$ cat config.mk
export PLATFORM = sky130hd
export DESIGN_NAME = seg_guard
export DESIGN_NICKNAME = d
export VERILOG_FILES = /design/src/rtl/seg_guard_pkg.sv /design/src/rtl/seg_limit_unit.sv /design/src/rtl/seg_rights_unit.sv /design/src/rtl/seg_fault_encode.sv /design/src/rtl/seg_guard.sv
export SDC_FILE = /design/constraint.sdc
export NUM_CORES = 1
export LEC_CHECK = 0
export BUFFER_PORTS_ARGS = -buffer_cell sky130_fd_sc_hd__buf_4
export CORE_ASPECT_RATIO = 0.7
export CORE_MARGIN = 2
export CORE_UTILIZATION = 57
export CTS_CLUSTER_DIAMETER = 60
export DETAILED_ROUTE_END_ITERATION = 8
export PLACE_DENSITY_LB_ADDON = 0.08
export SLEW_MARGIN = 20
export SYNTH_ARGS = -nofsm -noshare
export SYNTH_HDL_FRONTEND = slang
export SYNTH_HIERARCHICAL = 1
export SYNTH_SLANG_ARGS = --single-unit
$ cat constraint.sdc
create_clock -name clk -period 6.96 [get_ports clk]
set_input_delay 2.088 -clock clk [delete_from_list [all_inputs] [get_ports clk]]
set_output_delay 2.088 -clock clk [all_outputs]
set_load 0.1 [all_outputs]
$ cat src/rtl/seg_guard_pkg.sv
// Package: shared encodings for the segment checker.
// Assumes the attribute byte layout fixed by the descriptor format.
package seg_guard_pkg;
    typedef enum logic [1:0] {
        ACC_READ  = 2'd0,
        ACC_WRITE = 2'd1,
        ACC_EXEC  = 2'd2
    } acc_kind_e;

    typedef enum logic [2:0] {
        FLT_NONE   = 3'd0,
        FLT_ABSENT = 3'd1,
        FLT_TYPE   = 3'd2,
        FLT_PRIV   = 3'd3,
        FLT_LIMIT  = 3'd4
    } flt_cause_e;

    // Attribute byte bit positions
    localparam int AB_ACC  = 0;
    localparam int AB_WR   = 1;
    localparam int AB_EDC  = 2;
    localparam int AB_EXE  = 3;
    localparam int AB_SEG  = 4;
    localparam int AB_DPL  = 5;
    localparam int AB_PRES = 7;
endpackage

$ cat src/rtl/seg_limit_unit.sv
// Module: seg_limit_unit
// Combinational range test of one access against a segment limit.
// Scales the raw limit by granularity and handles expand-up and
// expand-down ranges. Assumes ADDR_W > LIMIT_W.
module seg_limit_unit #(
    parameter int ADDR_W  = 32,
    parameter int LIMIT_W = 20,
    parameter int SIZE_W  = 2
) (
    input  logic [LIMIT_W-1:0] raw_limit,
    input  logic               gran,
    input  logic [ADDR_W-1:0]  offset,
    input  logic [SIZE_W-1:0]  size_code,
    input  logic               expand_down,
    output logic               in_range
);
    localparam int GRAN_BITS = ADDR_W - LIMIT_W;

    logic [ADDR_W-1:0] eff_limit;
    logic [ADDR_W:0]   nbytes;
    logic [ADDR_W:0]   last_byte;
    logic              up_ok;
    logic              down_ok;

    // Effective limit: byte-granular or page-granular with low ones
    always_comb begin
        if (gran) eff_limit = {raw_limit, {GRAN_BITS{1'b1}}};
        else      eff_limit = {{GRAN_BITS{1'b0}}, raw_limit};
    end

    // Last byte touched, one bit wider to expose wrap past the top
    always_comb begin
        nbytes    = (ADDR_W+1)'(1) << size_code;
        last_byte = {1'b0, offset} + nbytes - (ADDR_W+1)'(1);
    end

    // Range rules for both directions of growth
    always_comb begin
        up_ok    = (last_byte <= {1'b0, eff_limit});
        down_ok  = (offset > eff_limit) && !last_byte[ADDR_W];
        in_range = expand_down ? down_ok : up_ok;
    end
endmodule

$ cat src/rtl/seg_rights_unit.sv
// Module: seg_rights_unit
// Combinational type and privilege rules from the attribute byte.
// Bit 0 (accessed) is not needed here and is not an input.
module seg_rights_unit
    import seg_guard_pkg::*;
#(
    parameter int PL_W = 2
) (
    input  logic [7:1]      attr,
    input  logic [1:0]      acc_kind,
    input  logic [PL_W-1:0] cpl,
    input  logic [PL_W-1:0] rpl,
    output logic            present,
    output logic            type_ok,
    output logic            priv_ok,
    output logic            expand_down
);
    logic            is_code;
    logic [PL_W-1:0] dpl;
    logic [PL_W-1:0] eff_pl;

    // Decode fixed attribute fields
    always_comb begin
        present     = attr[AB_PRES];
        is_code     = attr[AB_EXE];
        dpl         = attr[AB_DPL +: PL_W];
        expand_down = !is_code && attr[AB_EDC];
    end

    // Type rules: system descriptors never pass; code and data differ
    always_comb begin
        type_ok = 1'b0;
        if (attr[AB_SEG]) begin
            case (acc_kind)
                ACC_READ:  type_ok = is_code ? attr[AB_WR] : 1'b1;
                ACC_WRITE: type_ok = !is_code && attr[AB_WR];
                ACC_EXEC:  type_ok = is_code;
                default:   type_ok = 1'b0;
            endcase
        end
    end

    // Privilege: data segments only, weakest of current and requested
    always_comb begin
        eff_pl  = (cpl > rpl) ? cpl : rpl;
        priv_ok = is_code || (eff_pl <= dpl);
    end
endmodule

$ cat src/rtl/seg_fault_encode.sv
// Module: seg_fault_encode
// Picks a single fault cause by fixed priority.
// Order: absent, type, privilege, limit.
module seg_fault_encode
    import seg_guard_pkg::*;
(
    input  logic       present,
    input  logic       type_ok,
    input  logic       priv_ok,
    input  logic       in_range,
    output logic [2:0] cause
);
    // Priority chain from most to least fundamental fault
    always_comb begin
        if (!present)      cause = FLT_ABSENT;
        else if (!type_ok) cause = FLT_TYPE;
        else if (!priv_ok) cause = FLT_PRIV;
        else if (!in_range) cause = FLT_LIMIT;
        else               cause = FLT_NONE;
    end
endmodule

$ cat src/rtl/seg_guard.sv
// Module: seg_guard (top)
// Forms the linear address of an access and checks it against a
// cached descriptor. The result is registered one cycle after the
// request. Assumes the descriptor is stable for the request cycle.
module seg_guard
    import seg_guard_pkg::*;
#(
    parameter int ADDR_W  = 32,
    parameter int LIMIT_W = 20,
    parameter int SIZE_W  = 2,
    parameter int PL_W    = 2
) (
    input  logic               clk,
    input  logic               rst_n,
    input  logic               req_valid,
    input  logic [ADDR_W-1:0]  desc_base,
    input  logic [LIMIT_W-1:0] desc_limit,
    input  logic               desc_gran,
    input  logic [7:0]         desc_rights,
    input  logic [ADDR_W-1:0]  offset,
    input  logic [1:0]         acc_kind,
    input  logic [SIZE_W-1:0]  acc_size,
    input  logic [PL_W-1:0]    cpl,
    input  logic [PL_W-1:0]    rpl,
    output logic               rsp_valid,
    output logic [ADDR_W-1:0]  lin_addr,
    output logic               fault,
    output logic [2:0]         fault_cause,
    output logic [7:0]         rights_out
);
    logic       present, type_ok, priv_ok, expand_down, in_range;
    logic [2:0] cause_c;

    seg_rights_unit #(.PL_W(PL_W)) u_rights (
        .attr        (desc_rights[7:1]),
        .acc_kind    (acc_kind),
        .cpl         (cpl),
        .rpl         (rpl),
        .present     (present),
        .type_ok     (type_ok),
        .priv_ok     (priv_ok),
        .expand_down (expand_down)
    );

    seg_limit_unit #(.ADDR_W(ADDR_W), .LIMIT_W(LIMIT_W), .SIZE_W(SIZE_W)) u_limit (
        .raw_limit   (desc_limit),
        .gran        (desc_gran),
        .offset      (offset),
        .size_code   (acc_size),
        .expand_down (expand_down),
        .in_range    (in_range)
    );

    seg_fault_encode u_enc (
        .present  (present),
        .type_ok  (type_ok),
        .priv_ok  (priv_ok),
        .in_range (in_range),
        .cause    (cause_c)
    );

    // Output stage: capture a result on each request, hold otherwise
    always_ff @(posedge clk) begin
        if (!rst_n) begin
            rsp_valid   <= 1'b0;
            lin_addr    <= '0;
            fault       <= 1'b0;
            fault_cause <= FLT_NONE;
            rights_out  <= '0;
        end else begin
            rsp_valid <= req_valid;
            if (req_valid) begin
                lin_addr    <= desc_base + offset;
                fault       <= (cause_c != FLT_NONE);
                fault_cause <= cause_c;
                rights_out  <= (cause_c == FLT_NONE)
                               ? (desc_rights | 8'h01) : desc_rights;
            end
        end
    end

    // a response follows every request
    a_r12_rsp_follows_req: assert property (@(posedge clk) disable iff (!rst_n)
        req_valid |=> rsp_valid);

    // no response without a request
    a_r12_idle_no_rsp: assert property (@(posedge clk) disable iff (!rst_n)
        !req_valid |=> !rsp_valid);

    // outputs hold while idle
    a_r12_hold_idle: assert property (@(posedge clk) disable iff (!rst_n)
        !req_valid |=> ($stable(lin_addr) && $stable(fault_cause) && $stable(rights_out)));

    // an absent segment always reports the absent cause
    a_r5_absent_cause: assert property (@(posedge clk) disable iff (!rst_n)
        (req_valid && !desc_rights[AB_PRES]) |=> (fault && fault_cause == 3'd1));

    // a passing access returns the accessed flag set
    a_r11_accessed_set: assert property (@(posedge clk) disable iff (!rst_n)
        (rsp_valid && !fault) |-> rights_out[AB_ACC]);

    // fault flag and cause agree
    a_r10_flag_cause: assert property (@(posedge clk) disable iff (!rst_n)
        rsp_valid |-> (fault == (fault_cause != 3'd0)));
endmodule

==> run summary <==
CTS tree: yes
Max Root-Sink Buffers: 2
First DRT Iteration DRCs: 601
Worst-Margin Slew: 1196 ps
Largest net degree at the start of global routing: 54
Routed Antenna Nets: 0
Slew margin rel.: 19.26%
Routed vias/inst: 5.826
Fmax: 0.1501 GHz
Clock Latency Late Sink: 290 ps
CP max FO: 4
H-tree levels: 2
Crit. End Element: flop
Root buf cell: clkbuf_16
Pre-Repair DR Iteration Count: 5
DRC errors left: 0
Share of flip-flops with an asynchronous set or reset: 0%
Mapped Area: 6819 um^2
Routability cong.: 1.013
# clock sinks: 45
Utilization after layout: 71.13%
Final slew viol count: 0
Setup Skew: 0 ps
Vias in the first global route: 6211
Initial core utilization: 58.36%
Antenna violations before repair: 0
Io pins: 149
Minimum clock period: 6661 ps
Max-cap violations: 0
Post-synthesis sequential area ratio: 13.21%
GRT overflow: 0
Core area: 11690 um^2
Final WL: 19560 um
Per-cell routed wire length: 16.54 um
Synth warn: 6
Synth Instances: 880
Die Footprint: 12870 um^2
Worst-path clk slew: 60 ps
Synthesis-to-finish area growth: 21.89%
Top post-synthesis cells by area: ha_1 25%, dfxtp_1 13%, a21oi_1 5.9%, mux2i_1 5.6%, nor2_1 4.6%
GRT Resource Usage Total: 30.43%
Static Leak: 0.004170 uW
Ant diodes: 0
Syn Area/Cell: 7.749 um^2
Most numerous cell in the Yosys netlist: ha_1
Worst Slack Setup Final: 299.2 ps
Post-synth top cells: 135 x ha_1, 83 x nor2_1, 80 x a21oi_1
Status: finished clean
Number of synthesized flops with an enable pin: 0
Period utilization: 95.70%
Placed Area: 8100 um^2
Crit path arrival time: 6890 ps
CP Class: input port to flop
Worst path slowest cell: fa_1
Worst EP required: 7190 ps
Synth top area share: 24.77%
Hold slack: 473.6 ps
Type of origin of the critical path: input port
CTS Buf Count: 5
Netlist cell types: 77
Syn Nets: 1121
CP top delay family: compound AO/OA/AOI/OAI gates
# setup viols final: 0
Buf/Inv on CP: 2
Die Y-Extent: 95.51 um
Peak supply drop: 108.1 uV
Power per Cell Area: 172.9 nW/um^2
Fraction of layout instances using a drive strength above 1: 19.49%
Post-route cell area: 8312 um^2
Final Power: 1437 uW
Total vias in the final route: 6892
Die width: 134.7 um
First-pass GRT wire length: 31170 um
Post-DP HPWL: 16430 um
# nets final: 1266
Top_reg_cell synth: dfxtp_1
Hold/Removal Path Class: flop to flop
Dpl ws: 8.118 ps
Port bufs: 148
Crit path largest cell delay: 390 ps
Leading area contributor after synthesis: ha_1
Cell Rows: 33
#FFs+latches synth: 45
Final Hold Vio Count: 0
==> state kept, by name (all words and copies together) (netlist names) <==
signal and cells:
rsp_valid 1, fault_cause 3, lin_addr 32, fault 1, rights_out 8
==> through the flow <==
| step | std cells | setup TNS [ps] |
|---|---|---|
| 2_1_floorplan | 880 | 0 |
| 3_3_place_gp | 1173 | 0 |
| 3_5_place_dp | 1173 | 0 |
| 4_1_cts | 1181 | 0 |
| 5_1_grt | 1183 | -70.33 |
| 6_report | 1183 | 0 |
==> layout make-up <==
type,count,area [um^2]
fill,1031,3373
tap,157,196.4
sequential,45,900.9
multi-input combinational,748,5589
timing repair buffer,161,1209
clock buffer,6,138.9
clock inverter,2,37.54
inverter,64,240.2
==> worst min-delay path, cell delays in order (launching register included) <==
cell and delay, ps:
dfxtp_1 310, nand2_1 60, a21oi_1 60
==> kinds of logic (layout without fill, tap and decap cells) <==
family                     after synthesis  in the layout  synth area share, %
adders and majority gates              137            137                25.36
muxes                                   38             38                5.578
DFF                                     45             45                13.21
and+or+nand+nor                        260            260                18.20
xor gates and xnor gates                49             49                6.294
AOI/OAI and AO/OA                      264            264                26.24
buffers and inverters                   87            233                5.119
==> placed cells by master (no fill, tap or decap), types with 5 or more instances in the layout <==
cell type    n
a211oi_1    14
a21boi_0     5
a21o_1      36
a21oi_1     79
a31oi_1     10
and2_1       5
buf_4      161
clkbuf_16    5
dfxtp_1     45
ha_1       135
inv_1       64
mux2i_1     38
nand2_1     66
nand2b_1     7
nand3_1     20
nand4_1     19
nor2_1      83
nor2b_1      8
nor3_1      14
o211ai_1     5
o21ai_0     45
o21bai_1     9
or3_1        7
xnor2_1     26
xor2_1      23
==> worst paths after layout <==
kind,start,endpoint,slack [ps],cells after the start
setup / recovery,acc_size[1],rights_out[0],300,25
hold / removal,lin_addr[23],lin_addr[23],470,2
setup reg to reg,lin_addr[26],lin_addr[26],6140,4
hold reg to reg,lin_addr[23],lin_addr[23],470,2
==> power by group <==
| part | switching (uW) | internal, uW | total, uW |
|---|---|---|---|
| clock network | 101 | 179 | 280 |
| registers | 13.7 | 283 | 296 |
| logic | 541 | 319 | 860 |
==> repair_timing <==
action                     CTS  global route
gates resized for setup      0             4
setup endpoints to repair    0             2
setup buffers                0             2
hold buffers                 0             0
==> metal layers <==
| metal | part of all wire [%] | track usage, % | wire length (um) | vias up |
|---|---|---|---|---|
| li1 | - | - | - | 3535 |
| met1 | 50 | 44.77 | 9695 | 3083 |
| met2 | 41 | 45.39 | 7980 | 257 |
| met3 | 8.9 | 7.709 | 1750 | 17 |
| met4 | 0.70 | 4.123 | 136 | 0 |
| met5 | 0 | 0 | 0 | - |
(Power assumes the default switching activity.)
